<file path="src/rtl/rail_sup_pkg.sv">
package rail_sup_pkg;

  typedef enum logic [1:0] {
    SUP_OFF     = 2'd0,
    SUP_STANDBY = 2'd1,
    SUP_RUN     = 2'd2,
    SUP_TRIPPED = 2'd3
  } sup_mode_e;

  function automatic sup_mode_e sup_decode(input logic lockout, input logic global_on,
                                           input logic tripped, input logic any_main);
    if (lockout || !global_on) return SUP_OFF;
    if (tripped)               return SUP_TRIPPED;
    if (!any_main)             return SUP_STANDBY;
    return SUP_RUN;
  endfunction

endpackage

</file>
<file path="src/rtl/rail_sync.sv">
module rail_sync #(
  parameter int W = 8
) (
  input  logic         clk,
  input  logic         rst_n,
  input  logic [W-1:0] d_i,
  output logic [W-1:0] q_o
);
  logic [W-1:0] stage1_q, stage2_q;

  always_ff @(posedge clk or negedge rst_n) begin
    if (!rst_n) begin
      stage1_q <= '0;
      stage2_q <= '0;
    end else begin
      stage1_q <= d_i;
      stage2_q <= stage1_q;
    end
  end

  assign q_o = stage2_q;
endmodule

</file>
<file path="src/rtl/rail_fault_latch.sv">
module rail_fault_latch #(
  parameter int N = 5
) (
  input  logic         clk,
  input  logic         rst_n,
  input  logic         lockout_i,
  input  logic         hot_i,
  input  logic         cool_i,
  input  logic [N-1:0] ov_i,
  input  logic [N-1:0] uv_i,
  input  logic [N-1:0] ss_i,
  input  logic [N-1:0] en_i,
  output logic         fault_o,
  output logic         therm_o
);
  logic fault_q, fault_n, therm_q, therm_n;
  logic ov_trip, uv_trip;

  always_comb begin
    ov_trip = |(ov_i & en_i);
    uv_trip = |(uv_i & ss_i & en_i);
    fault_n = fault_q;
    if (ov_trip || uv_trip) fault_n = 1'b1;
    else if (lockout_i)     fault_n = 1'b0;
    therm_n = therm_q;
    if (hot_i)                      therm_n = 1'b1;
    else if (lockout_i && cool_i)   therm_n = 1'b0;
  end

  always_ff @(posedge clk or negedge rst_n) begin
    if (!rst_n) begin
      fault_q <= 1'b0;
      therm_q <= 1'b0;
    end else begin
      fault_q <= fault_n;
      therm_q <= therm_n;
    end
  end

  assign fault_o = fault_q;
  assign therm_o = therm_q;

  a_r4_ov_trips: assert property (@(posedge clk) disable iff (!rst_n)
    (|(ov_i & en_i)) |=> fault_q);
  a_r5_uv_waits_soft_start: assert property (@(posedge clk) disable iff (!rst_n)
    (!fault_q && (ov_i & en_i) == '0 && (uv_i & ss_i & en_i) == '0) |=> !fault_q);
  a_r9_fault_holds: assert property (@(posedge clk) disable iff (!rst_n)
    (fault_q && !lockout_i) |=> fault_q);
  a_r8_therm_holds: assert property (@(posedge clk) disable iff (!rst_n)
    (therm_q && !(lockout_i && cool_i)) |=> therm_q);
endmodule

</file>
<file path="src/rtl/rail_pg_timer.sv">
module rail_pg_timer #(
  parameter int DIV   = 25,
  parameter int TICKS = 50
) (
  input  logic clk,
  input  logic rst_n,
  input  logic raw_good_i,
  output logic pgood_o
);
  localparam int PRE_W   = (DIV > 1) ? $clog2(DIV) : 1;
  localparam int TICK_W  = $clog2(TICKS + 1);
  localparam int MIN_LOW = DIV * TICKS + 1;
  localparam int RUN_W   = $clog2(MIN_LOW + 1);

  logic              pg_q, pg_n;
  logic [PRE_W-1:0]  pre_q, pre_n;
  logic [TICK_W-1:0] tick_q, tick_n;
  logic              tick_en;

  assign tick_en = (pre_q == PRE_W'(DIV - 1));

  always_comb begin
    pg_n   = pg_q;
    pre_n  = pre_q;
    tick_n = tick_q;
    if (pg_q) begin
      if (!raw_good_i) begin
        pg_n   = 1'b0;
        pre_n  = '0;
        tick_n = '0;
      end
    end else if (tick_q == TICK_W'(TICKS)) begin
      if (raw_good_i) pg_n = 1'b1;
    end else if (tick_en) begin
      pre_n  = '0;
      tick_n = tick_q + 1'b1;
    end else begin
      pre_n  = pre_q + 1'b1;
    end
  end

  always_ff @(posedge clk or negedge rst_n) begin
    if (!rst_n) begin
      pg_q   <= 1'b0;
      pre_q  <= '0;
      tick_q <= '0;
    end else begin
      pg_q   <= pg_n;
      pre_q  <= pre_n;
      tick_q <= tick_n;
    end
  end

  assign pgood_o = pg_q;

  // checker: independent count of consecutive low cycles
  logic [RUN_W-1:0] low_run_q;
  always_ff @(posedge clk or negedge rst_n) begin
    if (!rst_n)                            low_run_q <= '0;
    else if (pg_q)                         low_run_q <= '0;
    else if (low_run_q != RUN_W'(MIN_LOW)) low_run_q <= low_run_q + 1'b1;
  end

  a_r7_min_low_width: assert property (@(posedge clk) disable iff (!rst_n)
    $rose(pg_q) |-> (low_run_q >= RUN_W'(MIN_LOW)));
  a_r6_bad_drops_pgood: assert property (@(posedge clk) disable iff (!rst_n)
    (pg_q && !raw_good_i) |=> !pg_q);
endmodule

</file>
<file path="src/rtl/rail_supervisor.sv">
module rail_supervisor
  import rail_sup_pkg::*;
#(
  parameter int N_AON    = 2,
  parameter int N_MAIN   = 2,
  parameter int PG_DIV   = 25,
  parameter int PG_TICKS = 50,
  localparam int N_RAIL  = N_AON + N_MAIN + 1
) (
  input  logic              clk,
  input  logic              rst_n,
  input  logic              sd_all_i,
  input  logic [N_MAIN-1:0] sd_main_i,
  input  logic              uvlo_i,
  input  logic [N_RAIL-1:0] ov_i,
  input  logic [N_RAIL-1:0] uv_i,
  input  logic [N_RAIL-1:0] win_i,
  input  logic [N_RAIL-1:0] ss_i,
  input  logic              ot_hot_i,
  input  logic              ot_cool_i,
  output logic [N_RAIL-1:0] en_rail_o,
  output logic              fault_off_o,
  output logic              pgood_o
);
  localparam int BOOST_IDX = N_RAIL - 1;
  localparam int SYNC_W    = 4 + N_MAIN + 4 * N_RAIL;

  // synchronised inputs
  logic [SYNC_W-1:0] sync_d, sync_q;
  logic              sd_all_s, uvlo_s, hot_s, cool_s;
  logic [N_MAIN-1:0] sd_main_s;
  logic [N_RAIL-1:0] ov_s, uv_s, win_s, ss_s;

  assign sync_d = {sd_all_i, uvlo_i, ot_hot_i, ot_cool_i, sd_main_i, ov_i, uv_i, win_i, ss_i};

  rail_sync #(.W(SYNC_W)) u_sync (
    .clk   (clk),
    .rst_n (rst_n),
    .d_i   (sync_d),
    .q_o   (sync_q)
  );

  assign {sd_all_s, uvlo_s, hot_s, cool_s, sd_main_s, ov_s, uv_s, win_s, ss_s} = sync_q;

  // fault and thermal latches
  logic              fault_q, therm_q;
  logic [N_RAIL-1:0] en_q, en_n;

  rail_fault_latch #(.N(N_RAIL)) u_latch (
    .clk       (clk),
    .rst_n     (rst_n),
    .lockout_i (uvlo_s),
    .hot_i     (hot_s),
    .cool_i    (cool_s),
    .ov_i      (ov_s),
    .uv_i      (uv_s),
    .ss_i      (ss_s),
    .en_i      (en_q),
    .fault_o   (fault_q),
    .therm_o   (therm_q)
  );

  // rail request map
  logic [N_RAIL-1:0] req;
  sup_mode_e         mode;

  genvar gi;
  generate
    for (gi = 0; gi < N_AON; gi++) begin : g_aon
      assign req[gi] = 1'b1;
    end
    for (gi = 0; gi < N_MAIN; gi++) begin : g_main
      assign req[N_AON + gi] = sd_main_s[gi];
    end
  endgenerate
  assign req[BOOST_IDX] = sd_main_s[0];

  always_comb begin
    mode = sup_decode(uvlo_s, sd_all_s, fault_q | therm_q, |sd_main_s);
    if (mode == SUP_RUN || mode == SUP_STANDBY) en_n = req;
    else                                        en_n = '0;
  end

  always_ff @(posedge clk or negedge rst_n) begin
    if (!rst_n) en_q <= '0;
    else        en_q <= en_n;
  end

  // power-good qualification
  logic raw_good;
  always_comb begin
    raw_good = (mode == SUP_RUN || mode == SUP_STANDBY) && (en_q == en_n)
               && (&(~en_q | (win_s & ss_s)));
  end

  rail_pg_timer #(.DIV(PG_DIV), .TICKS(PG_TICKS)) u_pg (
    .clk        (clk),
    .rst_n      (rst_n),
    .raw_good_i (raw_good),
    .pgood_o    (pgood_o)
  );

  assign en_rail_o   = en_q;
  assign fault_off_o = fault_q | therm_q;

  a_r1_global_off: assert property (@(posedge clk) disable iff (!rst_n)
    !sd_all_s |=> (en_q == '0));
  a_r10_lockout_off: assert property (@(posedge clk) disable iff (!rst_n)
    uvlo_s |=> (en_q == '0));
  a_r4_trip_off: assert property (@(posedge clk) disable iff (!rst_n)
    (fault_q || therm_q) |=> (en_q == '0));
  a_r6_trip_no_pgood: assert property (@(posedge clk) disable iff (!rst_n)
    (fault_q || therm_q) |=> !pgood_o);
endmodule

</file>
<file path="config.mk">
export PLATFORM = sky130hd
export DESIGN_NAME = rail_supervisor
export DESIGN_NICKNAME = d
export VERILOG_FILES = /design/src/rtl/rail_sup_pkg.sv /design/src/rtl/rail_sync.sv /design/src/rtl/rail_fault_latch.sv /design/src/rtl/rail_pg_timer.sv /design/src/rtl/rail_supervisor.sv
export SDC_FILE = /design/constraint.sdc
export NUM_CORES = 1
export LEC_CHECK = 0
export BUFFER_PORTS_ARGS = -buffer_cell sky130_fd_sc_hd__buf_2
export CAP_MARGIN = 20
export CORE_MARGIN = 2
export CORE_UTILIZATION = 35
export CTS_CLUSTER_SIZE = 16
export DETAILED_ROUTE_END_ITERATION = 8
export SYNTH_ARGS = -nofsm -noshare
export SYNTH_HDL_FRONTEND = slang
export SYNTH_SLANG_ARGS = --single-unit
</file>
<file path="constraint.sdc">
create_clock -name clk -period 1.7 [get_ports clk]
set_input_delay 0.34 -clock clk [delete_from_list [all_inputs] [get_ports clk]]
set_output_delay 0.34 -clock clk [all_outputs]
set_load 0.01 [all_outputs]
</file>
==> impl_results.md, run 1 <==
- Chip width: 86.7 µm
- Crit. End Element: flop
- Core area: 6720 µm²
- Routability congestion estimate: 0.774
- Slew @ Worst Pin: 0.392 ns
- Lkg Pwr: 0.00150 µW
- Setup total negative slack: -0.127 ns
- FFs w/ async S/R, synth: 1.00
- Antenna violations before repair: 0
- Critical path required time: 1.93 ns
- Mux contribution to synthesized area: 0.0141
- Worst-path fanout max: 5
- Overall power: 3170 µW
- Fin crit share: 1.04
- Initial drt markers: 98
- Avg Cell Area, Syn: 14.2 µm²
- CP Data Arrival Time: 1.99 ns
- Max Slew Vio Count: 0
- Sequential power share: 0.547
- Layout cells sized above 1: 0.429
- DPL Wire Length: 2690 µm
- Die ar.: 7520 µm²
- Comb power frac: 0.040
- Synth Cell Area: 2390 µm²
- Yosys reg bits: 69
- Num ports: 35
- Max-slew headroom: 0.737
- Initial core utilization: 0.356
- Switching Fraction: 0.206
- Cts bufs inserted: 9
- Synth Warn #: 0
- Net switching power: 654 µW
- P per Cell Area: 1000 nW/µm²
- Status: finished, violations left
- Max VDD drop: 0.671 mV
- Post-Route Utilization: 0.471
- Largest family of logic cells by synthesized area: simple AND/OR/NAND/NOR gates
- Adder-Cell Fraction of Synth Area: 0.0209
- Pin count of the biggest net entering global routing: 70
- Setup WS post-layout: -0.0658 ns
- Internal power: 2520 µW
- Max stage delay on crit path: 0.41 ns
- Clock Path Buffers: 2
- Synth unique cells: 43
- Worst path top cell family by delay: simple AND/OR/NAND/NOR gates
- Critical Path Start Type: flop
- Drt via density: 4.70
- DRT antenna net count: 0
- Slowest cell on the critical path: dfrtp_1
- CP cell instances: nor4b_4 -> o211ai_1 -> and4bb_4 -> or2_4 -> mux2_4
- CTS H-tree lvls: 3
- Hold Violations, Final: 5
- Area grow syn2layout: 32.1%
- Fin crit period: 1.77 ns
- Number of diodes: 0
- RSZ-0062 raised after global routing: true
- Final Skew: 0.00446 ns
- Sequential fraction of the synthesis area: 0.721
- Synth Area in Simple Gates: 0.120
- Row count: 30
- Cells after Synth: 169
- Max_cap viols: 0
- Post-DR wirelength/cell: 12.7 µm
- WHS: -0.00681 ns
- DIE HEIGHT: 86.7 µm
- Clock share of power: 0.412
- Detailed-router iteration count before antenna repair: 4
- Critical path type: flop to flop
- Dpl ws: -0.0967 ns
- Post-synthesis compound-gate area fraction: 0.0899
- Number of synthesized flops with an enable pin: 0
- PortBufs: 34
- Worst Path Buf+Inv: 0
- Clock latency on the worst-skew pair: 0.34 ns
- Failing checks: hold timing, setup timing
- Final count of negative-setup-slack endpoints: 4
- Vias in the first global route: 1483
- Post-Synth XOR/XNOR Area: 0.00366
- Clk sink count: 69
- First-pass GRT wire length: 6780 µm
- Hold Crit Class: input pin to async pin
- Total track usage: 0.123
- DRC viols: 0
- Reg clk slew, reported paths: 0.07 ns
- Ys flop type: dfrtp_1
- CTS root buf: clkbuf_8
- Final WL: 4130 µm
- Maximum clock frequency: 566 MHz
- Via count: 1526
- Hold buffers post-CTS: 0
- Fin nets: 274
- TritonCTS clock tree: yes
- GR Overflow Total: 0
- Mapped Nets: 201
layer usage:
layer,GRT usage,vias up,routed length [µm]
met5,0,-,0
met4,0.0682,0,95
met3,0.0581,10,269
met2,0.180,40,1990
met1,0.151,733,1780
li1,-,743,-
sequential cells by signal (all words and copies together), names as in the netlist:
name             cells
u_latch.therm_o      1
u_pg.tick_q          6
en_rail_o            3
u_latch.fault_o      1
u_sync.stage1_q     26
u_pg.pre_q           5
u_pg.pgood_o         1
u_sync.q_o          26
power by group through the flow:
stage	clock network (µW)	logic, µW	registers (µW)
after floorplan	0	26.7	1760
after global placement	0	121	1760
after detailed placement	0	122	1770
after CTS	1370	126	1740
after global routing	1420	144	1740
final	1310	127	1740
through the flow:
step                instances  instance area, µm²
floorplan                 169                2400
global placement          307                2850
detailed placement        307                2850
CTS                       324                3120
global route              325                3160
finish                    325                3160
cells by family after synthesis:
| group | after synthesis |
|---|---|
| compound gates | 32 |
| mux | 3 |
| flops | 69 |
| fa+ha+maj | 4 |
| buf+inv | 13 |
| simple gates | 47 |
| xor+xnor | 1 |
Yosys cell counts (all sizes together), types with 3 or more instances:
master / count / area, µm²
inv: 9 / 33.8
nand3: 4 / 20.0
and2: 3 / 22.5
ha: 4 / 50.1
o22ai: 3 / 18.8
mux2: 3 / 33.8
a21oi: 6 / 30.0
and3: 3 / 21.3
or3: 4 / 26.3
dfrtp: 69 / 1730
nand4: 4 / 25.0
nor2: 7 / 26.3
nand2: 12 / 45.0
buf: 3 / 26.3
o21ai: 8 / 40.0
placed cells by master (no fill, tap or decap), types with 2 or more instances in the layout:
cell type,synthesis,final
a211oi_1,2,2
a21oi_1,6,3
a21oi_2,0,3
and2_2,3,3
buf_2,0,33
buf_4,2,28
buf_6,1,3
clkbuf_8,1,11
dfrtp_1,69,69
ha_1,4,3
inv_1,9,9
mux2_4,0,2
nand2_1,12,12
nand3_1,4,4
nand4_1,4,4
nor2_1,7,7
nor3_2,1,2
o211ai_1,2,2
o21ai_0,4,3
o21ai_1,4,5
o22ai_1,3,3
or2_4,1,2
or3_1,3,3
worst register-to-register path: cells and delay by family (launching register included):
kind	cells	cell delay, ns
mux	1	0.29
simple gates	3	0.82
flops	1	0.41
compound gates	1	0.14
path summary, 6_finish.rpt:
check | to | cells past startpoint | slack, ns | startpoint
setup / recovery | u_pg.pre_q[0] | 5 | -0.07 | u_sync.q_o[24]
hold / removal | u_pg.pre_q[2] | 2 | -0.007 | rst_n
setup reg to reg | u_pg.pre_q[0] | 5 | -0.07 | u_sync.q_o[24]
hold reg to reg | u_sync.q_o[15] | 0 | 0.34 | u_sync.stage1_q[15]
max in group asynchronous | u_sync.stage1_q[12] | 2 | 1.41 | rst_n
min in group clk | u_sync.stage1_q[3] | 1 | 0.10 | ss_i[3]
what timing repair did:
item | CTS | global route
endpoints found under the hold margin | 0 | 0
endpoints found under the setup margin | 6 | 12
gates cloned | 1 | 0
pin swaps | 2 | 4
buffers inserted | 2 | 1
gates resized for setup | 8 | 10
cell type report:
class	count	area, µm²
fill	588	3560
sequential	69	1730
multi-input combinational	88	676
timing repair buffer	65	429
clock buffer	11	151
tap	80	100
clock inverter	3	46.3
inverter	9	33.8
Note: power is estimated with default switching activity, not from simulation.
==> inputs of run 2 (changes only) <==
Settings changed: BUFFER_PORTS_ARGS -buffer_cell sky130_fd_sc_hd__buf_2 to -buffer_cell sky130_fd_sc_hd__buf_4, CORE_MARGIN 2 to 5, RECOVER_POWER set to 25.
==> impl_results.md, run 2 (synthesized netlist as in run 1, its figures left out) <==
- Via count: 1547
- Chip width: 92.7 µm
- Final count of negative-setup-slack endpoints: 12
- Clk sink count: 69
- Core area: 6720 µm²
- DIE HEIGHT: 92.7 µm
- Register Area: 1730 µm²
- TritonCTS clock tree: yes
- Setup WS post-layout: -0.138 ns
- Pin count of the biggest net entering global routing: 49
- CTS H-tree lvls: 3
- Max-slew headroom: 0.701
- Drt via density: 4.69
- PortBufs: 34
- P per Cell Area: 1020 nW/µm²
- RSZ-0062 raised after global routing: true
- Area grow syn2layout: 38.5%
- Crit. End Element: flop
- Status: finished, violations left
- Commonest non-fill, non-tap cell in the layout: dfrtp_1
- GRT met2 Usage: 0.182
- Clock Path Buffers: 2
- Max_cap viols: 0
- Detailed-router iteration count before antenna repair: 4
- Final Skew: 0.00454 ns
- Hold Crit Class: input pin to flop
- DRC viols: 0
- Initial drt markers: 56
- Setup total negative slack: -0.870 ns
- Post-DR wirelength/cell: 13.3 µm
- Lkg Pwr: 0.00154 µW
- Layer with the highest usage: met2
- Initial core utilization: 0.356
- Fin crit period: 1.84 ns
- Die ar.: 8600 µm²
- Design area: 3320 µm²
- Worst-path fanout max: 5
- Area of the multi-input gates: 689 µm²
- Clock latency on the worst-skew pair: 0.34 ns
- Most frequent cells in the layout: 69 x dfrtp_1, 37 x buf_4, 26 x clkbuf_4, 12 x nand2_1
- Critical path type: flop to flop
- Routability congestion estimate: 0.798
- DPL Wire Length: 2950 µm
- First-pass GRT wire length: 7330 µm
- Maximum clock frequency: 544 MHz
- Post-Route Utilization: 0.493
- Critical Path Start Type: flop
- Failing checks: setup timing
- Antenna violations before repair: 0
- CTS root buf: clkbuf_8
- Num ports: 35
- Met1 usage: 0.131
- DP Area: 2940 µm²
- Total track usage: 0.113
- CP Data Arrival Time: 2.07 ns
- Critical path required time: 1.93 ns
- Reg clk slew, reported paths: 0.08 ns
- Row count: 30
- Layout cells sized above 1: 0.444
- Max Slew Vio Count: 0
- Fin nets: 277
- DRT antenna net count: 0
- GR Overflow Total: 0
- Met3 usage: 0.0463
- Final WL: 4390 µm
- Fin crit share: 1.08
- Number of diodes: 0
- Hold Violations, Final: 0
- Max VDD drop: 0.820 mV
- Fill cells: 574
- Cts bufs inserted: 9
- Slew @ Worst Pin: 0.448 ns
- Overall power: 3370 µW
- Vias in the first global route: 1606
==> run 2: path summary, 6_finish.rpt <==
kind,start,cells past startpoint,to,slack [ns]
setup / recovery,u_latch.therm_o,5,u_pg.pre_q[0],-0.14
min in group asynchronous,rst_n,2,u_pg.pre_q[3],0.43
hold reg to reg,u_sync.stage1_q[12],0,u_sync.q_o[12],0.35
hold / removal,win_i[1],1,u_sync.stage1_q[6],0.12
setup reg to reg,u_latch.therm_o,5,u_pg.pre_q[0],-0.14
max in group asynchronous,rst_n,3,u_sync.q_o[15],0.74
==> run 2: per-stage QoR <==
step	hold slack (ns)	setup WS, ns	cells
finish	0.120	-0.138	330
global route	0.0945	-0.225	330
CTS	0.0784	-0.117	328
detailed placement	0.255	-0.236	307
global placement	0.258	-0.189	307
floorplan	0.0444	-0.0726	169
==> run 2: worst max-delay path: stages (launching register included) <==
cell      delay, ns
dfrtp_1        0.42
nor4b_4        0.32
o211ai_1       0.16
and4bb_4       0.40
or2_4          0.15
mux2_4         0.29
==> run 2: report_power, final <==
group          total (µW)  internal [µW]  switching, µW
logic                 143           80.9           62.6
clock network        1500            848            650
registers            1730           1710           24.3
total                3370           2640            737
==> run 2: final cells by class <==
type / instances / share of cell area
flip-flops and latches: 69 / 0.521
well taps: 80 / 0.0302
clock inverters: 7 / 0.0317
repair buffers: 68 / 0.162
inverters: 9 / 0.0102
multi-input cells: 88 / 0.208
clock buffers: 9 / 0.0374
==> run 2: routing by layer <==
layer,vias to the layer above,wire length (µm)
li1,753,-
met1,747,1900
met2,40,2230
met3,7,189
met4,0,72
met5,-,0
==> run 2: timing repair <==
| item | CTS | global route |
|---|---|---|
| pin swaps | 5 | 7 |
| cloned | 1 | 0 |
| gates resized for setup | 11 | 8 |
| buffers inserted | 3 | 2 |
| endpoints found under the setup margin | 11 | 12 |
| hold buffers | 1 | 0 |
| endpoints found under the hold margin | 21 | 0 |
==> inputs of run 3 (changes only) <==
Settings changed: CAP_MARGIN 20 to unset, SYNTH_HIERARCHICAL set to 1.
==> impl_results.md, run 3 <==
- Status: finished, violations left
- Failing checks: setup timing
- Setup total negative slack: -0.174 ns
- Initial drt markers: 125
- Most frequent cells in the layout: 69 x dfrtp_1, 26 x clkbuf_4, 19 x buf_4, 13 x nand3_1
- Placed cells: 285
- Clk sink count: 69
- Mapped Nets: 198
- Chip width: 92.5 µm
- Clock share of power: 0.436
- Commonest non-fill, non-tap cell in the layout: dfrtp_1
- Cts bufs inserted: 9
- Net switching power: 677 µW
- CP cell instances: nor4b_4 -> o2111ai_1 -> a2111oi_2 -> buf_4 -> a21boi_4 -> a22o_1
- DP Area: 2790 µm²
- Fin crit share: 1.03
- Synth Warn #: 6
- Lkg Pwr: 0.00140 µW
- Total track usage: 0.105
- Pin count of the biggest net entering global routing: 41
- Antenna violations before repair: 0
- Ys flop type: dfrtp_1
- DPL Wire Length: 2680 µm
- DRC viols: 0
- Critical path required time: 1.98 ns
- Critical Path Start Type: flop
- Setup WS post-layout: -0.0555 ns
- Layout cells sized above 1: 0.314
- Area grow syn2layout: 27.5%
- Die ar.: 8550 µm²
- CTS root buf: clkbuf_8
- Internal power: 2610 µW
- Drt via density: 4.65
- Row count: 30
- Post-synth top cells: 69 x dfrtp_1, 13 x nand3_1, 9 x nand2_1
- RSZ-0062 raised after global routing: true
- P per Cell Area: 1080 nW/µm²
- Hold Crit Class: input pin to flop
- GR Overflow Total: 0
- Max-slew headroom: 0.759
- Worst-path fanout max: 7
- Critical path type: flop to flop
- Number of diodes: 0
- Post-synth top area share: 0.726
- CP Data Arrival Time: 2.04 ns
- Final count of negative-setup-slack endpoints: 5
- Yosys reg bits: 69
- Vias in the first global route: 1445
- Design area: 3030 µm²
- CTS H-tree lvls: 3
- Avg Cell Area, Syn: 14.3 µm²
- Synth Cell Area: 2380 µm²
- Via count: 1408
- Core area: 6720 µm²
- Detailed-router iteration count before antenna repair: 4
- Leading area contributor after synthesis: dfrtp_1
- Post-CTS resize count: 0
- DIE HEIGHT: 92.5 µm
- Clock latency on the worst-skew pair: 0.34 ns
- Fill cells: 576
- Dpl ws: -0.0801 ns
- Cells after Synth: 166
- Maximum clock frequency: 570 MHz
- Finished Layout Cells: 303
- DRT antenna net count: 0
- Fin crit period: 1.76 ns
- Synth unique cells: 43
- Sequential fraction of the synthesis area: 0.726
- Max_cap viols: 0
- Fin nets: 250
- Switching Fraction: 0.206
- Crit. End Element: flop
- Max stage delay on crit path: 0.41 ns
- Synth top area cells: dfrtp_1 73%, nand3_1 2.7%, ha_1 2.1%
- First-pass GRT wire length: 6930 µm
- Max VDD drop: 0.802 mV
- Routability congestion estimate: 0.732
- Reg clk slew, reported paths: 0.08 ns
- Initial core utilization: 0.354
- Most common cell in the netlist: dfrtp_1
- Comb power frac: 0.035
- Num ports: 35
- Max Slew Vio Count: 0
- Slowest cell on the critical path: dfrtp_1
- Sequential power share: 0.528
- Post-DR wirelength/cell: 13.1 µm
- Overall power: 3290 µW
- Hold Violations, Final: 0
- Final Skew: 0.0124 ns
- Number of synthesized flops with an enable pin: 0
- PortBufs: 34
- Clock Path Buffers: 2
- FFs w/ async S/R, synth: 1.00
- Slew @ Worst Pin: 0.360 ns
- Final WL: 3980 µm
- TritonCTS clock tree: yes
[run 3: cell count changes in the layout (fill, tap and decap cells not counted), moves of 4 or more]
cell     previous run  this run
inv_1               9         5
a21oi_2             4         0
nand3_1             4        13
a21oi_1             2         7
buf_4              37        19
nor2_1              7         3
[run 3: worst paths after layout]
check | start | depth (start not counted) | endpoint | slack, ns
max | u_latch/fault_o | 6 | u_pg/tick_q[5] | -0.06
min | win_i[1] | 1 | u_sync/stage1_q[6] | 0.13
max reg2reg | u_latch/fault_o | 6 | u_pg/tick_q[5] | -0.06
min reg2reg | u_sync/stage1_q[8] | 0 | u_sync/q_o[8] | 0.35
max in group asynchronous | rst_n | 3 | u_sync/q_o[16] | 0.72
min in group asynchronous | rst_n | 2 | u_sync/stage1_q[20] | 0.46
[run 3: logic make-up (layout without fill, tap and decap cells)]
kind of cell    count (synthesis)  count (layout)  share of synthesized area
fa+ha+maj                       4               4                     0.0210
xor+xnor                        3               3                     0.0110
buf+inv                        11              68                     0.0279
simple gates                   46              46                      0.118
flops                          69              69                      0.726
mux                             1               1                    0.00421
compound gates                 32              32                     0.0925
[run 3: layer usage]
layer | global-route usage | part of all wire | vias to the layer above
li1 | - | - | 685
met1 | 0.131 | 0.43 | 680
met2 | 0.164 | 0.51 | 41
met5 | 0 | 0 | -
met4 | 0.0371 | 0.0091 | 0
met3 | 0.0463 | 0.056 | 2
[run 3: cell type report]
type	count	area, µm²	area share
Clock buffer	10	128	0.0421
Clock inverter	6	95.1	0.0313
Inverter	5	18.8	0.00619
Multi-Input combinational cell	86	598	0.197
Sequential cell	69	1730	0.569
Tap cell	80	100	0.0330
Timing Repair Buffer	47	368	0.121
[run 3: power by group through the flow]
stage,logic [µW],registers (µW),clock network (µW)
floorplan,21.1,1760,0
global placement,122,1770,0
detailed placement,123,1770,0
CTS,125,1740,1480
global route,134,1750,1560
finish,117,1740,1440
[run 3: metrics by stage]
stage / util / hold slack [ns]
after floorplan: - / 0.0444
after global placement: 0.416 / 0.277
after detailed placement: 0.416 / 0.279
after CTS: 0.452 / 0.0851
after global routing: 0.452 / 0.0991
final: 0.452 / 0.125
[run 3: repair_timing]
item,4_1_cts,5_1_grt
setup endpoints to repair,8,12
cloned,0,0
setup buffers,1,0
endpoints found under the hold margin,29,0
hold buffers,1,0
[run 3: worst max-delay path, delay by kind of cell, from the launching register on]
kind / cells / cell delay, ns
buffers and inverters: 1 / 0.20
AND/OR/NAND/NOR: 1 / 0.34
AO/OA/AOI/OAI: 4 / 0.76
flip-flops: 1 / 0.41
